`src/rtl/hdlc_dl_pkg.sv`:
```
package hdlc_dl_pkg;
  localparam int OCT_W = 8;
  localparam int CRC_W = 16;
  localparam int CTL_W = 5;
  localparam logic [CRC_W-1:0] CRC_POLY_REFL = 16'h8408;
  localparam logic [CRC_W-1:0] CRC_PRESET = 16'hFFFF;
  localparam logic [OCT_W-1:0] FLAG_OCT = 8'h7E;

  // command bit positions
  localparam int CMD_SEND  = 0;
  localparam int CMD_CLOSE = 1;
  localparam int CMD_ABORT = 2;
  localparam int CMD_DIS   = 3;
  localparam int CMD_CLR   = 4;

  typedef enum logic [1:0] {ST_IDLE, ST_DATA, ST_FCS, ST_ABORT} tx_state_e;

  // one data bit through the reflected CRC register
  function automatic logic [CRC_W-1:0] crc_step(input logic [CRC_W-1:0] c, input logic b);
    logic fb;
    fb = c[0] ^ b;
    return (c >> 1) ^ (fb ? CRC_POLY_REFL : '0);
  endfunction
endpackage

```
`src/rtl/hdlc_dl_buf.sv`:
```
module hdlc_dl_buf
  import hdlc_dl_pkg::*;
#(
  parameter int NWORDS = 4,
  parameter int WORD_W = 16,
  localparam int WADDR_W = $clog2(NWORDS),
  localparam int PTR_W = $clog2(NWORDS * WORD_W / OCT_W)
) (
  input  logic               clk,
  input  logic               rst_n,
  input  logic               we,
  input  logic [WADDR_W-1:0] waddr,
  input  logic [WORD_W-1:0]  wdata,
  input  logic [PTR_W-1:0]   rd_ptr,
  input  logic               clr_en,
  input  logic               clr_idx,
  input  logic               clr_all,
  output logic [OCT_W-1:0]   rd_octet,
  output logic [1:0]         ready
);
  localparam int BSEL_W = PTR_W - WADDR_W;

  logic [WORD_W-1:0] mem_q [NWORDS];
  logic [WADDR_W-1:0] rd_word;
  logic last_word_wr;

  assign rd_word = rd_ptr[PTR_W-1 -: WADDR_W];
  assign last_word_wr = we && (&waddr[WADDR_W-2:0]);

  generate
    if (BSEL_W > 0) begin : g_sel
      assign rd_octet = mem_q[rd_word][rd_ptr[BSEL_W-1:0]*OCT_W +: OCT_W];
    end else begin : g_nosel
      assign rd_octet = mem_q[rd_word][OCT_W-1:0];
    end
  endgenerate

  always_ff @(posedge clk) begin
    if (we) mem_q[waddr] <= wdata;
  end

  generate
    for (genvar h = 0; h < 2; h++) begin : g_half
      always_ff @(posedge clk) begin
        if (!rst_n) ready[h] <= 1'b0;
        else if (last_word_wr && waddr[WADDR_W-1] == 1'(h)) ready[h] <= 1'b1;
        else if (clr_all || (clr_en && clr_idx == 1'(h))) ready[h] <= 1'b0;
      end
    end
  endgenerate

  a_r6_ready_on_fill: assert property (@(posedge clk) disable iff (!rst_n)
    last_word_wr |=> ready[$past(waddr[WADDR_W-1])]);
endmodule

```
`src/rtl/hdlc_dl_crc.sv`:
```
module hdlc_dl_crc
  import hdlc_dl_pkg::*;
(
  input  logic             clk,
  input  logic             rst_n,
  input  logic             init,
  input  logic             step_en,
  input  logic             step_bit,
  input  logic             shift_en,
  output logic [CRC_W-1:0] crc_q
);
  always_ff @(posedge clk) begin
    if (!rst_n || init) crc_q <= CRC_PRESET;
    else if (step_en) crc_q <= crc_step(crc_q, step_bit);
    else if (shift_en) crc_q <= {1'b1, crc_q[CRC_W-1:1]};
  end

  a_r5_preset: assert property (@(posedge clk) disable iff (!rst_n)
    init |=> crc_q == CRC_PRESET);
endmodule

```
`src/rtl/hdlc_dl_tx.sv`:
```
module hdlc_dl_tx
  import hdlc_dl_pkg::*;
#(
  parameter int BUF_WORDS = 4,
  parameter int WORD_W = 16,
  localparam int WADDR_W = $clog2(BUF_WORDS),
  localparam int PTR_W = $clog2(BUF_WORDS * WORD_W / OCT_W)
) (
  input  logic               clk,
  input  logic               rst_n,
  input  logic               bit_req,
  input  logic               buf_we,
  input  logic [WADDR_W-1:0] buf_waddr,
  input  logic [WORD_W-1:0]  buf_wdata,
  input  logic               ctl_we,
  input  logic [CTL_W-1:0]   ctl_wdata,
  output logic               tx_bit,
  output logic               irq,
  output logic [PTR_W+4:0]   dl_stat
);
  localparam logic [3:0] OCT_LAST = 4'd7;
  localparam logic [3:0] FCS_LAST = 4'(CRC_W - 1);

  tx_state_e state_q;
  logic [3:0] cnt_q;
  logic [2:0] ones_q;
  logic [PTR_W-1:0] ptr_q;
  logic dis_q, start_pend_q, close_pend_q, abort_pend_q;
  logic st_half_q, st_frame_q, st_unr_q, tx_q;

  logic [OCT_W-1:0] octet;
  logic [1:0] ready;
  logic [CRC_W-1:0] crc;

  // named internal events
  logic in_frame, abort_now, stuff, cand, out_bit, adv, last;
  logic half_end, frame_start, underrun_ev, abort_ev, fcs_end;
  logic cur_half, nxt_half;

  assign in_frame   = (state_q == ST_DATA) || (state_q == ST_FCS);
  assign abort_now  = abort_pend_q && in_frame;
  assign stuff      = (ones_q == 3'd5) && !abort_now;
  assign cur_half   = ptr_q[PTR_W-1];
  assign nxt_half   = ~cur_half;

  always_comb begin
    case (state_q)
      ST_IDLE: cand = FLAG_OCT[cnt_q[2:0]];
      ST_DATA: cand = octet[cnt_q[2:0]];
      ST_FCS:  cand = ~crc[0];
      default: cand = 1'b1;
    endcase
  end

  assign out_bit     = (dis_q || abort_now) ? 1'b1 : (stuff ? 1'b0 : cand);
  assign adv         = bit_req && !dis_q && !stuff && !abort_now;
  assign last        = (state_q == ST_FCS) ? (cnt_q == FCS_LAST) : (cnt_q[2:0] == OCT_LAST[2:0]);
  assign half_end    = (state_q == ST_DATA) && adv && last && (&ptr_q[PTR_W-2:0]);
  assign frame_start = (state_q == ST_IDLE) && adv && last && start_pend_q;
  assign fcs_end     = (state_q == ST_FCS) && adv && last;
  assign underrun_ev = (half_end && !close_pend_q && !ready[nxt_half]) ||
                       (frame_start && !ready[0]);
  assign abort_ev    = (bit_req && abort_now && !dis_q) || underrun_ev;

  hdlc_dl_buf #(.NWORDS(BUF_WORDS), .WORD_W(WORD_W)) u_buf (
    .clk(clk), .rst_n(rst_n), .we(buf_we), .waddr(buf_waddr), .wdata(buf_wdata),
    .rd_ptr(ptr_q), .clr_en(half_end), .clr_idx(cur_half), .clr_all(abort_ev),
    .rd_octet(octet), .ready(ready)
  );

  hdlc_dl_crc u_crc (
    .clk(clk), .rst_n(rst_n), .init(frame_start),
    .step_en((state_q == ST_DATA) && adv), .step_bit(cand),
    .shift_en((state_q == ST_FCS) && adv), .crc_q(crc)
  );

  always_ff @(posedge clk) begin
    if (!rst_n) begin
      state_q <= ST_IDLE; cnt_q <= '0; ones_q <= '0; ptr_q <= '0;
      dis_q <= 1'b1; start_pend_q <= 1'b0; close_pend_q <= 1'b0; abort_pend_q <= 1'b0;
      st_half_q <= 1'b0; st_frame_q <= 1'b0; st_unr_q <= 1'b0; tx_q <= 1'b1;
    end else begin
      if (bit_req) tx_q <= out_bit;
      if (dis_q) begin
        state_q <= ST_IDLE; cnt_q <= '0; ones_q <= '0;
        start_pend_q <= 1'b0; close_pend_q <= 1'b0; abort_pend_q <= 1'b0;
      end else if (bit_req) begin
        if (abort_now) begin
          state_q <= ST_ABORT; cnt_q <= 4'd1; ones_q <= '0;
          abort_pend_q <= 1'b0; close_pend_q <= 1'b0;
        end else if (stuff) begin
          ones_q <= '0;
        end else begin
          cnt_q <= last ? '0 : 4'(cnt_q + 4'd1);
          ones_q <= (in_frame && cand) ? 3'(ones_q + 3'd1) : '0;
          case (state_q)
            ST_IDLE: if (last && start_pend_q) begin
              start_pend_q <= 1'b0; ptr_q <= '0;
              if (ready[0]) state_q <= ST_DATA;
              else begin state_q <= ST_ABORT; ones_q <= '0; end
            end
            ST_DATA: if (last) begin
              ptr_q <= PTR_W'(ptr_q + 1'b1);
              if (&ptr_q[PTR_W-2:0]) begin
                if (close_pend_q) begin state_q <= ST_FCS; close_pend_q <= 1'b0; end
                else if (!ready[nxt_half]) begin state_q <= ST_ABORT; ones_q <= '0; end
              end
            end
            default: if (last) state_q <= ST_IDLE;
          endcase
        end
      end
      if (ctl_we) begin
        dis_q <= ctl_wdata[CMD_DIS];
        if (ctl_wdata[CMD_DIS]) begin
          start_pend_q <= 1'b0; close_pend_q <= 1'b0; abort_pend_q <= 1'b0;
        end else begin
          if (ctl_wdata[CMD_SEND] && state_q == ST_IDLE && !dis_q) start_pend_q <= 1'b1;
          if (ctl_wdata[CMD_CLOSE]) close_pend_q <= 1'b1;
          if (ctl_wdata[CMD_ABORT]) begin
            start_pend_q <= 1'b0;
            if (in_frame) abort_pend_q <= 1'b1;
          end
        end
        if (ctl_wdata[CMD_CLR]) begin
          st_half_q <= 1'b0; st_frame_q <= 1'b0; st_unr_q <= 1'b0;
        end
      end
      if (half_end) st_half_q <= 1'b1;
      if (fcs_end) st_frame_q <= 1'b1;
      if (underrun_ev) st_unr_q <= 1'b1;
    end
  end

  assign tx_bit  = tx_q;
  assign irq     = st_half_q | st_frame_q | st_unr_q;
  assign dl_stat = {dis_q, st_unr_q, st_frame_q, st_half_q, (state_q != ST_IDLE), ptr_q};

  a_r1_disabled_ones: assert property (@(posedge clk) disable iff (!rst_n)
    (bit_req && dis_q) |=> tx_bit);
  a_r2_hold_between_slots: assert property (@(posedge clk) disable iff (!rst_n)
    !bit_req |=> $stable(tx_bit));
  a_r4_run_bound: assert property (@(posedge clk) disable iff (!rst_n)
    in_frame |-> ones_q <= 3'd5);
  a_r7_underrun_aborts: assert property (@(posedge clk) disable iff (!rst_n)
    $rose(st_unr_q) |-> (state_q == ST_ABORT));
  a_r8_abort_ones: assert property (@(posedge clk) disable iff (!rst_n)
    (state_q == ST_ABORT && bit_req) |=> tx_bit);
  a_r5_fcs_after_data: assert property (@(posedge clk) disable iff (!rst_n)
    $rose(state_q == ST_FCS) |-> $past(state_q) == ST_DATA);
endmodule

```
`config.mk`:
```
export PLATFORM = sky130hd
export DESIGN_NAME = hdlc_dl_tx
export DESIGN_NICKNAME = d
export VERILOG_FILES = /design/src/rtl/hdlc_dl_pkg.sv /design/src/rtl/hdlc_dl_buf.sv /design/src/rtl/hdlc_dl_crc.sv /design/src/rtl/hdlc_dl_tx.sv
export SDC_FILE = /design/constraint.sdc
export NUM_CORES = 1
export LEC_CHECK = 0
export BUFFER_PORTS_ARGS = -buffer_cell sky130_fd_sc_hd__buf_2
export CORE_MARGIN = 4
export CORE_UTILIZATION = 53
export DETAILED_ROUTE_END_ITERATION = 10
export PLACE_DENSITY_LB_ADDON = 0.1
export SYNTH_ARGS = -nofsm -noshare
export SYNTH_HDL_FRONTEND = slang
export SYNTH_SLANG_ARGS = --single-unit
```
`constraint.sdc`:
```
create_clock -name clk -period 2.47 [get_ports clk]
set_input_delay 0.1235 -clock clk [delete_from_list [all_inputs] [get_ports clk]]
set_output_delay 0.1235 -clock clk [all_outputs]
set_load 0.01 [all_outputs]
```
==> impl_summary.txt <==
----------------------------------------------------
[Routing]
  Post-DR vias/cell ... 5.590
  Total length of routed wires ... 9328 µm
  Number of violations reported at the end of detailed-routing iteration 0 ... 138
  Pre-antenna DRT Iters ... 4
  Wirelength per Cell ... 16.84 µm
  Antenna-violating nets left ... 0
  Vias post-DR ... 3097
  Number of remaining DRC errors ... 0

[STA]
  Actual slew at the worst max-slew pin ... 0.8192 ns
  Final worst-path cycle share ... 105.4%
  Final Critical Period ... around 2.6 ns
  Final count of negative-setup-slack endpoints ... 5
  Rel. slew slack ... 45.39%
  Worst Clk Skew ... 0.01014 ns
  Hold violation count in the final report ... 0
  Final slew viol count ... 0
  Unrepaired setup endpoints after global routing ... yes
  FMAX ... about 0.38 GHz
  Setup slack of the critical path after layout ... -0.1341 ns

[Placement]
  Minimum setup slack after placement ... -0.1592 ns
  HPWL after DPL ... 6314 µm
  PortBufs ... 37
  Routability congestion estimate from global placement ... 0.8116
  Total instance count after detailed placement ... 517

[Cells and area]
  Fin nets ... ~480
  Proportion of layout cells with a drive suffix above 1 ... 28.06%
  Most frequent cells in the layout ... sky130_fd_sc_hd__edfxtp_1 (64), sky130_fd_sc_hd__nand2_1 (45), sky130_fd_sc_hd__dfxtp_1 (39), sky130_fd_sc_hd__buf_2 (37), sky130_fd_sc_hd__buf_4 (29)
  Commonest non-fill, non-tap cell in the layout ... sky130_fd_sc_hd__edfxtp_1
  Ant. Diodes ... 0
  Post-layout utilization of the core ... 66.32%
  Area grow syn2layout ... 20.17%
  Number of standard cells in the layout, taps in and fillers out ... approximately 550

[Global routing]
  Maximum number of pins on one net before global-route repair ... 21
  Vias in the first global route ... 3167
  Combined global-route utilization of all metal layers ... about a fifth
  Final global-route overflow total ... 0
  Initial antenna violation count ... 0
  Wire length of the first global-routing pass ... 15470 µm

[Die]
  Row cnt ... 33
  Total Die Area ... 10240 µm²
  Number of placed I/O pins ... 38
  DIE HEIGHT ... 101.2 µm
  Effective utilization at floorplan ... a little under three fifths
  Die Width ... 101.2 µm
  Placeable core region ... 8341 µm²

[Worst hold path]
  Classification of the worst-slack hold path ... input port to flop

[CTS]
  Buffer levels on the longest clock path ... 2
  Clock transition at the registers of the reported paths ... 0.10 ns
  Maximum level of the CTS H-tree ... 3
  # clock sinks ... 105
  TritonCTS clock tree ... yes
  Worst skew pair latency ... approximately 0.37 ns
  Root buffer selected by CTS ... sky130_fd_sc_hd__clkbuf_8
  CTS Buf Count ... 9

[Worst setup path]
  Crit path max fanout ... 6
  Critical path arrival ... around 2.9 ns
  CP Capture Type ... flop
  Worst setup SP type ... flop
  Type of the worst setup path ... flop to flop
  Required time worst endpoint ... 2.73 ns

[Yosys]
  YS warnings ... 0
  Area of the mapped netlist ... 4603 µm²
  Fraction of the yosys area taken by sequential cells ... approximately three fifths
  EDFF count, synth ... 64
  Count of different cell masters after synthesis ... 53
  Top post-synthesis cells by area ... sky130_fd_sc_hd__edfxtp_1 (42%), sky130_fd_sc_hd__dfxtp_1 (18%), sky130_fd_sc_hd__mux4_2 (6.8%)
  Mean area per synthesized cell ... ~13 µm²
  Net count after synthesis ... 404
  Number of cells produced by synthesis ... 367
  Fraction of synthesized cell area taken by the top area cell type ... 41.75%
  Share of flip-flops with an asynchronous set or reset ... 0%
  Dominant register cell in the synthesized netlist ... sky130_fd_sc_hd__edfxtp_1
  Library cell with the largest summed area after synthesis ... sky130_fd_sc_hd__edfxtp_1
  Number of flip-flops and latches in the synthesized netlist ... 105

[Run status]
  Status ... finished with violations
  Violations in the final reports ... negative setup slack

[Power and ir drop]
  Power density normalized to cell area ... 565.8 nW/µm²
  Maximum ir drop on the vdd rail ... 0.0004367 V
  Leakage ... 2.134 nW

[Run]
  Count of maximum capacitance violations ... 0

----------------------------------------------------
-- sequential cells by signal (all words and copies together), names as in the netlist, named ones only --
name	cells
close_pend_q	1
cnt_q	4
u_crc.crc_q	16
dis_q	1
abort_pend_q	1
tx_bit	1
u_buf.mem_q	64
st_half_q	1
ones_q	3
start_pend_q	1
st_frame_q	1
ptr_q	3
st_unr_q	1
state_q	2
u_buf.ready	2
-- power breakdown --
| group | internal [mW] | total, mW | switching (mW) | leakage, nW |
|---|---|---|---|---|
| logic | 0.0828 | 0.167 | 0.0844 | 1.11 |
| clock network | 0.401 | 1.03 | 0.628 | 0.0985 |
| registers | 1.92 | 1.93 | 0.0173 | 0.921 |
-- path summary, 6_finish.rpt --
check / start / end / slack (ns) / cells past startpoint
max: flop / ones_q[0] / -0.13 / 8
min: ctl_wdata[2] / abort_pend_q / 0.02 / 3
max reg2reg: flop / ones_q[0] / -0.13 / 8
min reg2reg: u_crc.crc_q[8] / u_crc.crc_q[8] / 0.47 / 2
-- cells in the mapped netlist, types with 4 or more instances --
| library cell | count |
|---|---|
| sky130_fd_sc_hd__o211ai_1 | 4 |
| sky130_fd_sc_hd__clkbuf_1 | 13 |
| sky130_fd_sc_hd__and2_1 | 4 |
| sky130_fd_sc_hd__a21oi_1 | 9 |
| sky130_fd_sc_hd__nor3_1 | 7 |
| sky130_fd_sc_hd__o21a_1 | 5 |
| sky130_fd_sc_hd__buf_4 | 5 |
| sky130_fd_sc_hd__inv_1 | 13 |
| sky130_fd_sc_hd__nor3b_1 | 5 |
| sky130_fd_sc_hd__or3_1 | 5 |
| sky130_fd_sc_hd__nand3_1 | 22 |
| sky130_fd_sc_hd__o21ai_0 | 11 |
| sky130_fd_sc_hd__a221oi_1 | 4 |
| sky130_fd_sc_hd__mux2_2 | 12 |
| sky130_fd_sc_hd__nor2_1 | 14 |
| sky130_fd_sc_hd__mux4_2 | 14 |
| sky130_fd_sc_hd__a31oi_1 | 4 |
| sky130_fd_sc_hd__dfxtp_1 | 41 |
| sky130_fd_sc_hd__nand2b_1 | 5 |
| sky130_fd_sc_hd__edfxtp_1 | 64 |
| sky130_fd_sc_hd__nand2_1 | 45 |
| sky130_fd_sc_hd__ha_1 | 9 |
| sky130_fd_sc_hd__o211a_1 | 4 |
-- area by class of cell --
cell class                 instances  area [µm²]
fill                             626        2809
sequential                       105        2748
multi-input combinational        228        1762
timing repair buffer              87       649.4
tap                              105       131.4
clock buffer                      10       127.6
clock inverter                     6       65.06
inverter                          13       48.80
-- critical path, cell delays in order, from the launching register on --
cell and delay (ns):
sky130_fd_sc_hd__dfxtp_4 0.39, sky130_fd_sc_hd__buf_12 0.12, sky130_fd_sc_hd__mux4_2 0.49, sky130_fd_sc_hd__mux4_2 0.49, sky130_fd_sc_hd__and4b_2 0.27, sky130_fd_sc_hd__nor4b_4 0.24, sky130_fd_sc_hd__buf_6 0.17, sky130_fd_sc_hd__nor3_1 0.05
sky130_fd_sc_hd__mux2_4 0.27
-- layer usage --
| metal | up-vias | GRT usage, % | part of all wire (%) |
|---|---|---|---|
| met5 | - | 0 | 0 |
| met4 | 0 | 5.010 | 1.2 |
| met3 | 9 | 5.234 | 3.1 |
| met2 | 44 | 32.34 | 50 |
| met1 | 1513 | 25.66 | 46 |
| li1 | 1531 | - | - |
-- kinds of logic (layout without fill, tap and decap cells) --
kind of cell	count (synthesis)	in the layout	share of synthesized area (%)
and+or+nand+nor	125	125	14.08
DFF	105	105	59.58
AOI/OAI and AO/OA	63	63	9.513
buffers and inverters	34	116	3.534
muxes	29	29	10.46
adders and majority gates	9	9	2.446
xor gates and xnor gates	2	2	0.3806
-- per-stage QoR --
stage	hold WS, ns	setup TNS [ns]	total power, mW	area, µm²
floorplan	0.2152	-0.01852	2.046	4628
global placement	0.3370	-0.3328	2.114	5077
detailed placement	0.3400	-0.6186	2.119	5077
CTS	0.006713	-0.5891	3.173	5477
global route	0.01993	-1.152	3.272	5532
finish	0.02367	-0.4762	3.130	5532
-- repair_timing --
| item | CTS | global route |
|---|---|---|
| hold buffers | 17 | 0 |
| gates cloned | 0 | 1 |
| resized for setup | 6 | 9 |
| pin swaps | 1 | 3 |
| setup buffers | 3 | 0 |
| hold endpoints to repair | 65 | 0 |
| endpoints found under the setup margin | 6 | 12 |
No activity file was read; power rests on OpenSTA's default activity.
